`config.mk`:
```
export PLATFORM = sky130hd
export DESIGN_NAME = lap_cube_sharpen
export DESIGN_NICKNAME = d
export VERILOG_FILES = /design/src/rtl/lcs_pkg.sv /design/src/rtl/lcs_delay.sv /design/src/rtl/lcs_edge.sv /design/src/rtl/lcs_cube.sv /design/src/rtl/lcs_divlim.sv /design/src/rtl/lcs_addsat.sv /design/src/rtl/lap_cube_sharpen.sv
export SDC_FILE = /design/constraint.sdc
export NUM_CORES = 1
export LEC_CHECK = 0
export BUFFER_PORTS_ARGS = -buffer_cell sky130_fd_sc_hd__buf_2
export CAP_MARGIN = 20
export CORE_MARGIN = 2
export CORE_UTILIZATION = 59
export DETAILED_ROUTE_END_ITERATION = 10
export PLACE_DENSITY = 0.77
export SYNTH_ARGS = -nofsm -noshare
export SYNTH_HDL_FRONTEND = slang
export SYNTH_HIERARCHICAL = 1
export SYNTH_SLANG_ARGS = --single-unit
```
`constraint.sdc`:
```
create_clock -name clk -period 11.12 [get_ports clk]
set_input_delay 1.112 -clock clk [delete_from_list [all_inputs] [get_ports clk]]
set_output_delay 1.112 -clock clk [all_outputs]
set_load 0.01 [all_outputs]
```
`src/rtl/lcs_pkg.sv`:
```
package lcs_pkg;
  localparam int DEF_PIX_W = 8;
  localparam int DEF_SHIFT = 12;

  // Width of the signed second difference: 4*max needs two extra bits, plus sign.
  function automatic int edge_width(input int pix_w);
    return pix_w + 3;
  endfunction

  // Width of the signed cube: three times the magnitude bits, plus sign.
  function automatic int cube_width(input int pix_w);
    return 3 * (pix_w + 2) + 1;
  endfunction

  // Width of the center-plus-correction sum before the final clamp.
  function automatic int sum_width(input int pix_w);
    return pix_w + 2;
  endfunction
endpackage

```
`src/rtl/lcs_delay.sv`:
```
module lcs_delay #(
  parameter int W     = 8,
  parameter int DEPTH = 3
) (
  input  logic         clk,
  input  logic         rst_n,
  input  logic         en,
  input  logic [W-1:0] d_i,
  output logic [W-1:0] q_o
);
  logic [W-1:0] tap [DEPTH+1];

  assign tap[0] = d_i;

  for (genvar g = 0; g < DEPTH; g++) begin : g_stage
    always_ff @(posedge clk or negedge rst_n) begin
      if (!rst_n)  tap[g+1] <= '0;
      else if (en) tap[g+1] <= tap[g];
    end
  end

  assign q_o = tap[DEPTH];
endmodule

```
`src/rtl/lcs_edge.sv`:
```
module lcs_edge #(
  parameter int PIX_W  = 8,
  parameter int EDGE_W = PIX_W + 3
) (
  input  logic                     clk,
  input  logic                     rst_n,
  input  logic                     en,
  input  logic                     vld_i,
  input  logic [PIX_W-1:0]         ctr_i,
  input  logic [PIX_W-1:0]         nth_i,
  input  logic [PIX_W-1:0]         sth_i,
  input  logic [PIX_W-1:0]         est_i,
  input  logic [PIX_W-1:0]         wst_i,
  output logic                     vld_o,
  output logic signed [EDGE_W-1:0] edge_o
);
  localparam int PAD = EDGE_W - PIX_W;

  logic signed [EDGE_W-1:0] c_x, n_x, s_x, e_x, w_x, lap;

  always_comb begin
    c_x = $signed({{PAD{1'b0}}, ctr_i});
    n_x = $signed({{PAD{1'b0}}, nth_i});
    s_x = $signed({{PAD{1'b0}}, sth_i});
    e_x = $signed({{PAD{1'b0}}, est_i});
    w_x = $signed({{PAD{1'b0}}, wst_i});
    lap = (c_x <<< 2) - n_x - s_x - e_x - w_x;
  end

  always_ff @(posedge clk or negedge rst_n) begin
    if (!rst_n) begin
      vld_o  <= 1'b0;
      edge_o <= '0;
    end else if (en) begin
      vld_o  <= vld_i;
      edge_o <= lap;
    end
  end
endmodule

```
`src/rtl/lcs_cube.sv`:
```
module lcs_cube #(
  parameter int EDGE_W = 11,
  parameter int CUBE_W = 31
) (
  input  logic                     clk,
  input  logic                     rst_n,
  input  logic                     en,
  input  logic                     vld_i,
  input  logic signed [EDGE_W-1:0] edge_i,
  output logic                     vld_o,
  output logic signed [CUBE_W-1:0] cube_o
);
  logic signed [CUBE_W-1:0] ext, prod;

  always_comb begin
    ext  = CUBE_W'(edge_i);
    prod = ext * ext * ext;
  end

  always_ff @(posedge clk or negedge rst_n) begin
    if (!rst_n) begin
      vld_o  <= 1'b0;
      cube_o <= '0;
    end else if (en) begin
      vld_o  <= vld_i;
      cube_o <= prod;
    end
  end

  // a nonzero cube carries the sign of the edge it came from
  a_r2_cube_sign: assert property (@(posedge clk) disable iff (!rst_n)
    (en && vld_i) |=> ((cube_o == '0) || (cube_o[CUBE_W-1] == $past(edge_i[EDGE_W-1]))));
endmodule

```
`src/rtl/lcs_divlim.sv`:
```
module lcs_divlim #(
  parameter int PIX_W  = 8,
  parameter int CUBE_W = 31,
  parameter int SHIFT  = 12
) (
  input  logic                    clk,
  input  logic                    rst_n,
  input  logic                    en,
  input  logic                    vld_i,
  input  logic signed [CUBE_W-1:0] cube_i,
  output logic                    vld_o,
  output logic signed [PIX_W:0]   corr_o
);
  localparam int MAXV = (1 << PIX_W) - 1;

  logic              neg;
  logic [CUBE_W-1:0] mag, scaled;
  logic [PIX_W-1:0]  lim;
  logic signed [PIX_W:0] corr;

  always_comb begin
    neg    = cube_i[CUBE_W-1];
    mag    = neg ? CUBE_W'(-cube_i) : CUBE_W'(cube_i);
    scaled = mag >> SHIFT;
    lim    = (scaled > CUBE_W'(MAXV)) ? PIX_W'(MAXV) : scaled[PIX_W-1:0];
    corr   = neg ? -$signed({1'b0, lim}) : $signed({1'b0, lim});
  end

  always_ff @(posedge clk or negedge rst_n) begin
    if (!rst_n) begin
      vld_o  <= 1'b0;
      corr_o <= '0;
    end else if (en) begin
      vld_o  <= vld_i;
      corr_o <= corr;
    end
  end

  // scaling toward zero never flips the sign of the correction
  a_r3_sign_kept: assert property (@(posedge clk) disable iff (!rst_n)
    (en && vld_i) |=> ((corr_o == '0) || (corr_o[PIX_W] == $past(cube_i[CUBE_W-1]))));
endmodule

```
`src/rtl/lcs_addsat.sv`:
```
module lcs_addsat #(
  parameter int PIX_W = 8,
  parameter int SUM_W = PIX_W + 2
) (
  input  logic                  clk,
  input  logic                  rst_n,
  input  logic                  en,
  input  logic                  vld_i,
  input  logic [PIX_W-1:0]      ctr_i,
  input  logic signed [PIX_W:0] corr_i,
  output logic                  vld_o,
  output logic [PIX_W-1:0]      pix_o
);
  localparam int MAXV = (1 << PIX_W) - 1;
  localparam logic signed [SUM_W-1:0] SMAX = SUM_W'(MAXV);

  logic                    vld_sum;
  logic signed [SUM_W-1:0] sum_r, sum_c;
  logic [PIX_W-1:0]        pix_c;

  always_comb begin
    sum_c = $signed({2'b00, ctr_i}) + SUM_W'(corr_i);
  end

  always_ff @(posedge clk or negedge rst_n) begin
    if (!rst_n) begin
      vld_sum <= 1'b0;
      sum_r   <= '0;
    end else if (en) begin
      vld_sum <= vld_i;
      sum_r   <= sum_c;
    end
  end

  always_comb begin
    if (sum_r[SUM_W-1])   pix_c = '0;
    else if (sum_r > SMAX) pix_c = PIX_W'(MAXV);
    else                   pix_c = sum_r[PIX_W-1:0];
  end

  always_ff @(posedge clk or negedge rst_n) begin
    if (!rst_n) begin
      vld_o <= 1'b0;
      pix_o <= '0;
    end else if (en) begin
      vld_o <= vld_sum;
      pix_o <= pix_c;
    end
  end

  // a non-negative correction never lowers the center value in the sum
  a_r5_add_monotone: assert property (@(posedge clk) disable iff (!rst_n)
    (en && vld_i && !corr_i[PIX_W]) |=> (sum_r >= $signed({2'b00, $past(ctr_i)})));
endmodule

```
`src/rtl/lap_cube_sharpen.sv`:
```
module lap_cube_sharpen
  import lcs_pkg::*;
#(
  parameter int PIX_W = DEF_PIX_W,
  parameter int SHIFT = DEF_SHIFT
) (
  input  logic             clk,
  input  logic             rst_n,
  input  logic             in_valid,
  output logic             in_ready,
  input  logic [PIX_W-1:0] in_ctr,
  input  logic [PIX_W-1:0] in_nth,
  input  logic [PIX_W-1:0] in_sth,
  input  logic [PIX_W-1:0] in_est,
  input  logic [PIX_W-1:0] in_wst,
  output logic             out_valid,
  input  logic             out_ready,
  output logic [PIX_W-1:0] out_pix
);
  localparam int EDGE_W = edge_width(PIX_W);
  localparam int CUBE_W = cube_width(PIX_W);
  localparam int SUM_W  = sum_width(PIX_W);
  localparam int C_LAG  = 3;

  logic                    adv;
  logic                    v1, v2, v3;
  logic signed [EDGE_W-1:0] edge_s1;
  logic signed [CUBE_W-1:0] cube_s2;
  logic signed [PIX_W:0]    corr_s3;
  logic [PIX_W-1:0]         ctr_s3;

  // The whole pipeline advances together; the output register is the only holder.
  assign adv      = !out_valid || out_ready;
  assign in_ready = adv;

  lcs_edge #(.PIX_W(PIX_W), .EDGE_W(EDGE_W)) u_edge (
    .clk(clk), .rst_n(rst_n), .en(adv), .vld_i(in_valid),
    .ctr_i(in_ctr), .nth_i(in_nth), .sth_i(in_sth), .est_i(in_est), .wst_i(in_wst),
    .vld_o(v1), .edge_o(edge_s1)
  );

  lcs_cube #(.EDGE_W(EDGE_W), .CUBE_W(CUBE_W)) u_cube (
    .clk(clk), .rst_n(rst_n), .en(adv), .vld_i(v1),
    .edge_i(edge_s1), .vld_o(v2), .cube_o(cube_s2)
  );

  lcs_divlim #(.PIX_W(PIX_W), .CUBE_W(CUBE_W), .SHIFT(SHIFT)) u_divlim (
    .clk(clk), .rst_n(rst_n), .en(adv), .vld_i(v2),
    .cube_i(cube_s2), .vld_o(v3), .corr_o(corr_s3)
  );

  lcs_delay #(.W(PIX_W), .DEPTH(C_LAG)) u_ctr_lag (
    .clk(clk), .rst_n(rst_n), .en(adv), .d_i(in_ctr), .q_o(ctr_s3)
  );

  lcs_addsat #(.PIX_W(PIX_W), .SUM_W(SUM_W)) u_addsat (
    .clk(clk), .rst_n(rst_n), .en(adv), .vld_i(v3),
    .ctr_i(ctr_s3), .corr_i(corr_s3), .vld_o(out_valid), .pix_o(out_pix)
  );

  // a refused output beat is held unchanged
  a_r8_stall_hold: assert property (@(posedge clk) disable iff (!rst_n)
    (out_valid && !out_ready) |=> (out_valid && $stable(out_pix)));

  // no beat enters while the output is held
  a_r8_no_accept: assert property (@(posedge clk) disable iff (!rst_n)
    (out_valid && !out_ready) |-> !in_ready);
endmodule

```
After elaboration in Yosys (flattened, before gate mapping). Cells that the tools add are included. W data, S select, Z words.

Flip-flop bits (word level): 98. Input port bits: 44. Word-level logic and storage cells: 31.

$add $sub $neg: 7. Multiply operators: 2. $lt $le $gt $ge: 2. Muxes and demuxes: 5. Reductions and logical operators: 2.

Operator list (count): $sub A11 B9 Y11 (3); $mul A22 B11 Y31 (1); $mux W31 (1); $neg A31 Y31 (1); $mux W8 (3); $mul A11 B11 Y22 (1); $gt A19 B8 Y1 const B (1); $sub A10 B8 Y11 (1); $add A9 B9 Y10 (1); $gt A10 B9 Y1 const B (1); $mux W9 (1); $neg A8 Y9 (1); $logic_not A1 Y1 (1); $logic_or A1 B1 Y1 (1).

Longest topological paths before layout. Gate-level depths: netlist of the first run.

Depth after elaboration: 6. Depth in mapped cells: 43.

Hierarchy. The synthesis of the first run kept the hierarchy.

By module, submodules not included: lcs_cube (instances 1, cells each 1449, area each 13156.4 sq um); lcs_edge (instances 1, cells each 180, area each 1645.3 sq um); lcs_divlim (instances 1, cells each 163, area each 1278.7 sq um); lcs_addsat (instances 1, cells each 119, area each 1138.6 sq um); lcs_delay (instances 1, cells each 59, area each 1057.3 sq um); lap_cube_sharpen (instances 1, cells each 1, area each 6.3 sq um).

Worst setup path after synthesis of the first run. Ideal clock, no wire load.

Path kind: register -> register. Start: register u_edge.edge_o[4]. End: register u_cube.cube_o[30]. Setup time: 0.125 ns. Arrival time: 10.232 ns. Required time: 10.995 ns. Setup slack: 0.763 ns. Stages on the path, launching flop included: 43. Path through: dfrtp_1 > clkbuf_1 > clkbuf_1 > nand2_1 > fa_1 > inv_1 > fa_1 > inv_1 > fa_1 > inv_1 > fa_1 > inv_1 > fa_1 > inv_1 > ha_1 > o21a_1 > o21a_1 > o22a_1 > [7 not listed] > fa_1 > inv_1 > fa_1 > fa_1 > inv_1 > fa_1 > inv_1 > ha_1 > a21oi_1 > o21ai_0 > a21o_1 > a21oi_1 > o211ai_1 > o21ai_1 > a21oi_1 > a31o_2 > xor2_1 > mux2_4.

Cells in the longest elaborated chain, start to end: 2.

RTL lines: start: declaration (line lcs_edge.sv:15) `output logic signed [EDGE_W-1:0] edge_o`; start signal: assignment (line lcs_edge.sv:36) `edge_o <= lap;`; $mul A11 B11 Y22 (line lcs_cube.sv:17) `prod = ext * ext * ext;`; $mul A22 B11 Y31 (*) (line lcs_cube.sv:17); end signal: assignment (line lcs_cube.sv:26) `cube_o <= prod;`; end: declaration (line lcs_cube.sv:11) `output logic signed [CUBE_W-1:0] cube_o`.

Every way passes the cells marked *; elsewhere a longest branch is shown, timed or not. A chain may end at the register's enable or synchronous reset.

Worst setup path after layout of the first run.
Start: register u_edge.edge_o[10]. End: register u_cube.cube_o[30].

Same word-level chain as after synthesis.

==> impl_metrics.py, run 1 <==
metrics = {
    "timing": {
        "min_period_ns": 10.58,
        "hold_viol_final": 0,
        "fmax_mhz": 94.6,
        "grt_setup_unrepaired": "no",
        "finalSetupTns_ns": 0,
        "setup_viol": 0,
        "skew_ns": 0.0142,
        "period_share": 0.951,
        "relSlewSlack": 0.291,
        "worst_pin_slew_ns": 1.06,
        "report.final.slew_viol_count": 0,
    },
    "logic_synthesis": {
        "syn_nets": 2471,
        "syn_area_mm2": 0.0183,
        "synth-seq-area-share": 0.134,
        "netlist.area_leader.share": 0.350,
        "synthTopCellsByArea": "fa_1, dfrtp_1, ha_1, inv_1, and2_1",
        "synth_seq_cells": 98,
        "yosysWarnings": 6,
        "synth_cells": 1971,
        "synth_top_area_cell": "fa_1",
        "ys_types": 80,
        "synth_ff_type": "dfrtp_1",
        "synthArstFlopShare": 1.00,
        "syn_area_per_cell_um2": 9.28,
        "synth_edf_count": 0,
    },
    "floorplanning": {
        "die_y_um": 180,
        "row_count": 64,
        "core_mm2": 0.0306,
        "fp.dieW_um": 180,
        "pin_count": 54,
        "die_area_mm2": 0.0324,
        "initial_utilization": 0.598,
    },
    "cells_and_area": {
        "drive_gt1_frac": 0.102,
        "insertedDiodeCount": 0,
        "syn2layout_area_growth_pct": 5.50,
        "fin_nets": 2489,
    },
    "worst_setup_path": {
        "crit_path_start": "u_edge/edge_o[10]",
        "endpoint_kind": "flop",
        "r2r_start": "u_edge/edge_o[10]",
        "critPathKind": "flop to flop",
        "arrival_ns": 10.81,
        "reg2reg_slack_ns": 0.54,
        "cp-start-kind": "flop",
        "critPathSlowestCell": "fa_1",
        "critPathMaxFanout": 9,
        "crit_path_frequent_cell": "fa_1",
        "critPathRequiredTime_ns": 11.36,
        "cpPeakStageDelay_ns": 0.65,
    },
    "detailed_routing": {
        "drt-initial-drc-count": 958,
        "avgRoutedWirePerCell_um": 16.9,
        "route.detailed.drc": 0,
        "dr.pass1.iters": 5,
        "vias": 13400,
        "wirelength_um": 40500,
        "avgViaCountPerCell": 5.62,
        "ant_nets": 0,
    },
    "global_route": {
        "track_usage": 0.264,
        "grt_max_degree": 68,
        "antenna_found_initial": 0,
        "grt_pass1_wl_um": 69400,
        "globalRoute.totalOverflow": 0,
        "grt_pass1_vias": 14500,
    },
    "clock_tree": {
        "clockBufferDepth": 2,
        "cts_hold_buf": 0,
        "htreeDepth": 3,
        "cts.sinks": 98,
        "clockRootBuffer": "clkbuf_16",
        "cts_made_buffers": 9,
        "clkTransAtPathRegs_ns": 0.08,
        "clk_latency_ns": 0.36,
        "cts_tree": "built",
    },
    "placed_design": {
        "gp_congestion": 0.907,
        "io_buffers": 53,
        "dp_hpwl_um": 33400,
    },
    "flow_run": {
        "max-cap-violations": 0,
    },
    "outcome": {
        "outcome": "finished, final reports clean",
    },
    "hold_path": {
        "holdCritPathClass": "flop to flop",
        "hold_start": "u_addsat/pix_o[1]",
    },
}
## cell usage in the layout, fill, tap and decap left out, drive strengths merged, types with 6 or more instances in the layout
| cell | Yosys | routed |
|---|---|---|
| and3 | 12 | 12 |
| nand3 | 22 | 22 |
| a31oi | 12 | 12 |
| clkbuf | 60 | 9 |
| xnor2 | 53 | 53 |
| nor2b | 11 | 11 |
| o21bai | 7 | 7 |
| mux2 | 59 | 59 |
| nor2 | 79 | 79 |
| o211ai | 12 | 12 |
| nor3 | 19 | 19 |
| buf | 24 | 91 |
| fa | 320 | 320 |
| o2111ai | 6 | 6 |
| nand4 | 12 | 12 |
| ha | 136 | 136 |
| xor2 | 23 | 23 |
| or2 | 7 | 7 |
| a21o | 17 | 17 |
| o21ai | 48 | 48 |
| nor4 | 17 | 17 |
| inv | 445 | 449 |
| dfrtp | 98 | 98 |
| nand2b | 15 | 15 |
| a211oi | 7 | 7 |
| o31ai | 16 | 16 |
| and2 | 109 | 109 |
| o21a | 6 | 6 |
| or3 | 16 | 16 |
| nand2 | 181 | 181 |
| a21oi | 63 | 63 |
## critical path, delay by kind of cell, from the launching register on
kind / cells / cell delay [ns]
and+or+nand+nor: 6 / 1.27
muxes: 1 / 0.25
adders and majority gates: 12 / 6.14
DFF: 1 / 0.46
xor gates and xnor gates: 2 / 0.49
buffers and inverters: 7 / 0.68
AOI/OAI and AO/OA: 7 / 1.16
## repair_timing
item,in CTS,in global routing
endpoints found under the hold margin,0,0
setup endpoints to repair,0,3
buffers inserted,0,0
resized for setup,0,6
## per-stage QoR
| stage | hold slack (ns) | cell area, µm² | instances | setup WS, ns | util |
|---|---|---|---|---|---|
| after floorplan | 0.451 | 18300 | 1971 | 0.763 | - |
| after global placement | 0.459 | 18900 | 2373 | 0.760 | 0.619 |
| after detailed placement | 0.465 | 18900 | 2373 | 0.488 | 0.619 |
| after CTS | 0.483 | 19300 | 2389 | 0.433 | 0.630 |
| after global routing | 0.496 | 19300 | 2390 | 0.0118 | 0.631 |
| final | 0.479 | 19300 | 2390 | 0.544 | 0.631 |
## layout make-up
cell class                 instances  area, µm²
fill                            2558      11300
inverter                         447       1680
clock inverter                     7       82.6
clock buffer                       9        225
multi-input combinational       1342      13800
timing repair buffer              91        591
sequential                        98       2460
tap                              396        495
## cell usage after synthesis (6+ instances only)
library cell  number
fa_1             320
and3_1            12
a21o_1            17
and2_1           109
nor2_1            79
clkbuf_1          60
a21oi_1           62
buf_4             10
nand4_1           12
xor2_1            23
o21ai_1            6
dfrtp_1           98
o211ai_1          11
nand2_1          181
nand2b_1          15
o21ai_0           39
xnor2_1           53
nor4_1            12
o21bai_1           6
a31oi_1           12
nor2b_1           11
mux2_2            38
o2111ai_1          6
inv_1            444
nor3_1            19
nand3_1           20
mux2_4            21
o31ai_1           16
or3_1             16
ha_1             136
## state kept, by name (all words and copies together), names as in the netlist
signal            count
u_cube/vld_o          1
u_ctr_lag/tap        16
u_ctr_lag/q_o         8
u_addsat/pix_o        8
u_addsat/sum_r       10
u_divlim/vld_o        1
u_cube/cube_o        31
u_addsat/vld_o        1
u_divlim/corr_o       9
u_edge/vld_o          1
u_edge/edge_o        11
u_addsat/vld_sum      1
## final timing paths
check / endpoint / depth (start not counted)
worst min register to register: u_addsat/pix_o[1] / 2
max in group asynchronous: u_edge/edge_o[1] / 2
min in group asynchronous: u_addsat/pix_o[0] / 1
worst max register to register: u_cube/cube_o[30] / 35
worst min-delay path: u_addsat/pix_o[1] / 2
worst max-delay path: u_cube/cube_o[30] / 35
## cells by family (layout without fill, tap and decap cells)
group	Yosys count	in the layout	share of synthesized area
AO/OA/AOI/OAI	223	223	0.0817
XOR/XNOR	77	77	0.0376
adder cells (fa/ha/maj)	457	457	0.444
buffers and inverters	531	554	0.115
flip-flops	98	98	0.134
multiplexers	62	62	0.0423
other	1	1	0.000205
AND/OR/NAND/NOR	522	522	0.145
## routing by layer
layer / vias up / wire length [µm] / share of wire / GRT usage
met5: - / 0 / 0 / 0
met4: 0 / 2180 / 0.054 / 0.135
met3: 124 / 2090 / 0.052 / 0.0342
met2: 424 / 20000 / 0.49 / 0.451
met1: 6731 / 16200 / 0.40 / 0.331
li1: 6159 / - / - / -
Power of run 1 is not shown: default switching activity piles up to over one toggle a cycle in this logic, so the estimate is an artifact.
==> run 2, diff against run 1 <==
CORE_UTILIZATION = 66   (was 59)
PLACE_DENSITY = 0.82   (was 0.77)
clock period = 10.9 ns   (was 11.12 ns; I/O delays follow)
==> run 2 against run 1 <==
  * Sequential cell count unchanged
  * Final cell count is 0.71% lower
  * Via count rose by 1.1%
  * Die area fell by 10%
  * Worst setup slack worse by 0.20 ns
  * Worst hold slack got worse by 0.0024 ns
  * Non-clock buffer count rose by 7
  * Global-route usage grew 3.7 points
  * Register-to-register slack worse by 0.20 ns
  * Wire length is 0.12% lower
  * Critical endpoint unchanged
==> impl_metrics.py, run 2 (synthesis gave the netlist of run 1 again) <==
metrics = {
    "detailed_routing": {
        "route.detailed.drc": 0,
        "dr.pass1.iters": 7,
        "drt-initial-drc-count": 993,
        "avgViaCountPerCell": 5.72,
        "wirelength_um": 40400,
        "avgRoutedWirePerCell_um": 17.0,
        "vias": 13600,
        "ant_nets": 0,
    },
    "flow_run": {
        "max-cap-violations": 0,
    },
    "timing": {
        "worst_pin_slew_ns": 1.04,
        "skew_ns": 0.0101,
        "period_share": 0.969,
        "fmax_mhz": 94.7,
        "setup_viol": 0,
        "relSlewSlack": 0.300,
        "min_period_ns": 10.56,
        "report.final.slew_viol_count": 0,
        "hold_viol_final": 0,
    },
    "worst_setup_path": {
        "arrival_ns": 10.80,
        "critical-path-top-delay-family": "adder cells",
        "critPathRequiredTime_ns": 11.14,
        "cp-start-kind": "flop",
        "crit_path_frequent_cell": "fa_1",
        "critPathSlowestCell": "dfrtp_1",
        "crit_path_start": "u_edge/edge_o[8]",
        "path_buf_inv": 7,
        "endpoint_kind": "flop",
        "r2r_start": "u_edge/edge_o[8]",
        "critPathKind": "flop to flop",
        "cpPeakStageDelay_ns": 0.56,
        "critPathMaxFanout": 17,
    },
    "cells_and_area": {
        "largest_reg_flops": 31,
        "finalInstanceArea_mm2": 0.0193,
        "insertedDiodeCount": 0,
        "syn2layout_area_growth_pct": 5.64,
        "fin_nets": 2496,
        "largestRegisters": "u_cube/cube_o x31, u_ctr_lag/tap x16, u_edge/edge_o x11",
        "max_flop_register": "u_cube/cube_o",
        "final_common_cell": "inv_1",
        "layout_common_cells": "inv_1, fa_1, nand2_1, ha_1, and2_1",
        "drive_gt1_frac": 0.110,
    },
    "placed_design": {
        "io_buffers": 53,
        "dpl_cell_area_mm2": 0.0189,
        "dp_hpwl_um": 33200,
        "gp_congestion": 0.942,
    },
    "floorplanning": {
        "fp.dieW_um": 170,
        "die_y_um": 170,
        "row_count": 60,
        "pin_count": 54,
        "core_mm2": 0.0271,
        "initial_utilization": 0.675,
        "die_area_mm2": 0.0290,
    },
    "global_route": {
        "grt_pass1_wl_um": 69000,
        "grt_max_degree": 72,
        "globalRoute.totalOverflow": 0,
        "antenna_found_initial": 0,
        "track_usage": 0.300,
        "grt_pass1_vias": 14600,
    },
    "hold_path": {
        "holdCritPathClass": "flop to flop",
        "hold_start": "u_addsat/pix_o[0]",
    },
    "clock_tree": {
        "clkTransAtPathRegs_ns": 0.07,
        "clockRootBuffer": "clkbuf_16",
        "cts_tree": "built",
        "cts.sinks": 98,
        "clk_latency_ns": 0.36,
        "htreeDepth": 3,
        "cts_made_buffers": 9,
        "clockBufferDepth": 2,
    },
    "outcome": {
        "outcome": "finished, final reports clean",
    },
}
[run 2: cell count changes in the layout (fill, tap and decap cells not counted), moves of 2 or more]
| cell | previous run | this run |
|---|---|---|
| buf_4 | 36 | 46 |
| dfrtp_2 | 3 | 6 |
| nor2_1 | 79 | 76 |
| nor2_2 | 0 | 3 |
| xnor2_2 | 1 | 3 |
| clkinvlp_4 | 3 | 1 |
| clkbuf_8 | 0 | 2 |
| xnor2_1 | 52 | 50 |
| dfrtp_1 | 95 | 92 |
| buf_12 | 3 | 0 |
[run 2: final timing paths]
path,cells past startpoint,to,slack (ns)
hold / removal,2,u_addsat/pix_o[0],0.48
setup / recovery,35,u_cube/cube_o[30],0.34
hold reg to reg,2,u_addsat/pix_o[0],0.48
min in group asynchronous,1,u_addsat/pix_o[4],0.68
setup reg to reg,35,u_cube/cube_o[30],0.34
max in group asynchronous,2,u_edge/edge_o[1],8.98
[run 2: per-stage QoR]
stage               hold slack, ns  utilization  std cells  setup WS, ns  setup TNS, ns
floorplan                    0.451            -       1971         0.543              0
global placement             0.459        0.697       2351         0.578              0
detailed placement           0.464        0.697       2351         0.180              0
CTS                          0.482        0.709       2367         0.148              0
global route                 0.506        0.713       2373       -0.0202        -0.0202
finish                       0.476        0.713       2373         0.342              0
[run 2: metal layers]
layer	share of wire	GRT usage
met4	0.045	0.132
met5	0	0
met2	0.50	0.510
met3	0.063	0.0488
met1	0.40	0.382
[run 2: area by class of cell]
cell class | count | area (µm²)
multi-input combinational | 1342 | 13800
fill | 1991 | 7790
sequential | 98 | 2460
inverter | 447 | 1680
timing repair buffer | 98 | 606
tap | 372 | 465
clock buffer | 11 | 253
clock inverter | 5 | 67.6
[run 2: tightest hold or removal path, delay by kind of cell, from the launching register on]
family | cells | cell delay, ns
and+or+nand+nor | 1 | 0.05
DFF | 1 | 0.34
AOI/OAI and AO/OA | 1 | 0.05
[run 2: what timing repair did]
action                                  4_1_cts  5_1_grt
hold buffers                                  0        0
resized for setup                             0       15
setup buffers                                 0        4
endpoints found under the setup margin        0        5
hold endpoints to repair                      0        0
Power of run 2 is left out for the same reason.
==> run 3, diff against run 2 <==
ABC_AREA = 1   (was default)
==> run 3 against run 2 <==
  * Worst setup slack improved by 0.30 ns
  * Clock skew grew 0.00070 ns
  * Largest cell class unchanged
  * Global-route usage up 0.77 points
  * Area after synthesis is 2.8% higher
  * Highest routed layer unchanged
==> impl_metrics.py, run 3 <==
metrics = {
    "outcome": {
        "outcome": "finished, final reports clean",
    },
    "timing": {
        "skew_ns": 0.0108,
        "whs_ns": 0.471,
        "relSlewSlack": 0.387,
        "report.final.slew_viol_count": 0,
        "fmax_mhz": 97.5,
        "worst_pin_slew_ns": 0.919,
        "grt_setup_unrepaired": "no",
        "setup_viol": 0,
        "hold_viol_final": 0,
        "min_period_ns": 10.26,
        "finalSetupTns_ns": 0,
        "period_share": 0.941,
    },
    "floorplanning": {
        "pin_count": 54,
        "row_count": 61,
        "core_mm2": 0.0279,
        "die_area_mm2": 0.0298,
        "die_y_um": 173,
        "initial_utilization": 0.673,
        "fp.dieW_um": 173,
    },
    "worst_setup_path": {
        "reg2regPathDepth": 38,
        "critPathSlowestCell": "inv_1",
        "r2r_start": "u_edge/edge_o[5]",
        "reg2reg_slack_ns": 0.64,
        "critPathRequiredTime_ns": 11.14,
        "endpoint_kind": "flop",
        "crit_path_start": "u_edge/edge_o[5]",
        "arrival_ns": 10.50,
        "cp-start-kind": "flop",
        "worstReg2RegEnd": "u_cube/cube_o[27]",
        "critPathMaxFanout": 13,
        "crit_path_frequent_cell": "fa_1",
        "critPathKind": "flop to flop",
        "cpPeakStageDelay_ns": 0.60,
    },
    "cells_and_area": {
        "max_flop_register": "u_cube/cube_o",
        "fill_cells": 2308,
        "layout_common_cells": "nand2_1, inv_1, fa_1, nor2_1, ha_1",
        "ff_latch_area_mm2": 0.00245,
        "syn2layout_area_growth_pct": 5.21,
        "finalInstanceArea_mm2": 0.0198,
        "multi_input_area_mm2": 0.0138,
        "final_common_cell": "nand2_1",
        "drive_gt1_frac": 0.0889,
        "fin_nets": 2947,
        "largest_reg_flops": 31,
        "fin_cells": 2830,
        "largestRegisters": "u_cube/cube_o x31, u_ctr_lag/tap x16, u_edge/edge_o x11",
        "insertedDiodeCount": 0,
    },
    "clock_tree": {
        "clockRootBuffer": "clkbuf_16",
        "htreeDepth": 3,
        "clkTransAtPathRegs_ns": 0.08,
        "postCtsSetupBuffers": 0,
        "cts.sinks": 98,
        "clockBufferDepth": 2,
        "cts_tree": "built",
        "clk_latency_ns": 0.35,
        "cts_made_buffers": 9,
    },
    "hold_path": {
        "holdCritPathClass": "flop to flop",
        "min_to": "u_ctr_lag/tap[12]",
        "hold_depth": 2,
        "hold_start": "u_ctr_lag/tap[12]",
    },
    "placed_design": {
        "dp_hpwl_um": 36700,
        "dpl_cell_area_mm2": 0.0194,
        "gp_congestion": 0.944,
        "dpl.cell_count": 2813,
        "io_buffers": 53,
    },
    "logic_synthesis": {
        "synthTopCellsByArea": "fa_1, dfrtp_1, nand2_1, inv_1, ha_1",
        "synth_cells": 2418,
        "synth-seq-area-share": 0.131,
        "synth_ff_type": "dfrtp_1",
        "syn_area_per_cell_um2": 7.77,
        "synth_top_area_cell": "fa_1",
        "netlist.area_leader.share": 0.341,
        "yosysMostFrequentCell": "nand2_1",
        "yosysWarnings": 6,
        "synthTopCellsByCount": "nand2_1, inv_1, fa_1",
        "synth_seq_cells": 98,
        "synth_edf_count": 0,
        "synthArstFlopShare": 1.00,
        "ys_types": 58,
        "syn_nets": 2918,
        "syn_area_mm2": 0.0188,
    },
    "flow_run": {
        "max-cap-violations": 0,
    },
    "detailed_routing": {
        "vias": 15200,
        "ant_nets": 0,
        "avgRoutedWirePerCell_um": 15.3,
        "wirelength_um": 43400,
        "dr.pass1.iters": 5,
        "route.detailed.drc": 0,
        "drt-initial-drc-count": 1104,
        "avgViaCountPerCell": 5.37,
    },
    "global_route": {
        "grt_pass1_vias": 15900,
        "track_usage": 0.308,
        "grt_pass1_wl_um": 75100,
        "globalRoute.totalOverflow": 0,
        "grt_max_degree": 80,
        "antenna_found_initial": 0,
    },
}
## run 3: kinds of logic after synthesis
logic type,after synthesis,share of synthesized area
simple gates,1022,0.233
buf+inv,650,0.136
fa+ha+maj,456,0.432
compound gates,140,0.0443
flops,98,0.131
xor+xnor,51,0.0242
other cells,1,0.000200
## run 3: layout make-up
| cell class | count | area share |
|---|---|---|
| Clock inverter | 6 | 0.00487 |
| Sequential cell | 98 | 0.124 |
| Timing Repair Buffer | 84 | 0.0263 |
| Inverter | 584 | 0.111 |
| Clock buffer | 10 | 0.0116 |
| Multi-Input combinational cell | 1670 | 0.698 |
| Tap cell | 378 | 0.0239 |
## run 3: worst max path at each step
stage | end
final | u_cube/cube_o[27]
after global routing | u_cube/cube_o[30]
after CTS | u_cube/cube_o[30]
after detailed placement | u_cube/cube_o[30]
after global placement | u_cube/cube_o[30]
after floorplan | u_cube/cube_o[30]
## run 3: stage by stage
step | utilization | worst slack [ns]
2_1_floorplan | - | 0.957
3_3_place_gp | 0.695 | 0.719
3_5_place_dp | 0.695 | 0.540
4_1_cts | 0.706 | 0.486
5_1_grt | 0.708 | 0.113
6_report | 0.708 | 0.640
## run 3: repair_timing
action,4_1_cts,5_1_grt
setup endpoints to repair,0,5
gates resized for setup,0,3
hold endpoints to repair,0,0
hold buffers,0,0
## run 3: metal layers
layer / GRT usage / part of all wire / vias to the layer above / wire length [µm]
met5: 0 / 0 / - / 0
met4: 0.104 / 0.034 / 0 / 1480
met3: 0.0411 / 0.064 / 96 / 2760
met2: 0.514 / 0.48 / 529 / 20900
met1: 0.420 / 0.42 / 7415 / 18200
li1: - / - / 7150 / -
## run 3: critical path: cells and delay by family, from the launching register on
family	cells	cell delay, ns
AOI/OAI and AO/OA	5	0.75
xor gates and xnor gates	1	0.54
adders and majority gates	12	5.70
DFF	1	0.52
buffers and inverters	8	1.10
and+or+nand+nor	12	1.53
Power of run 3 is left out for the same reason.
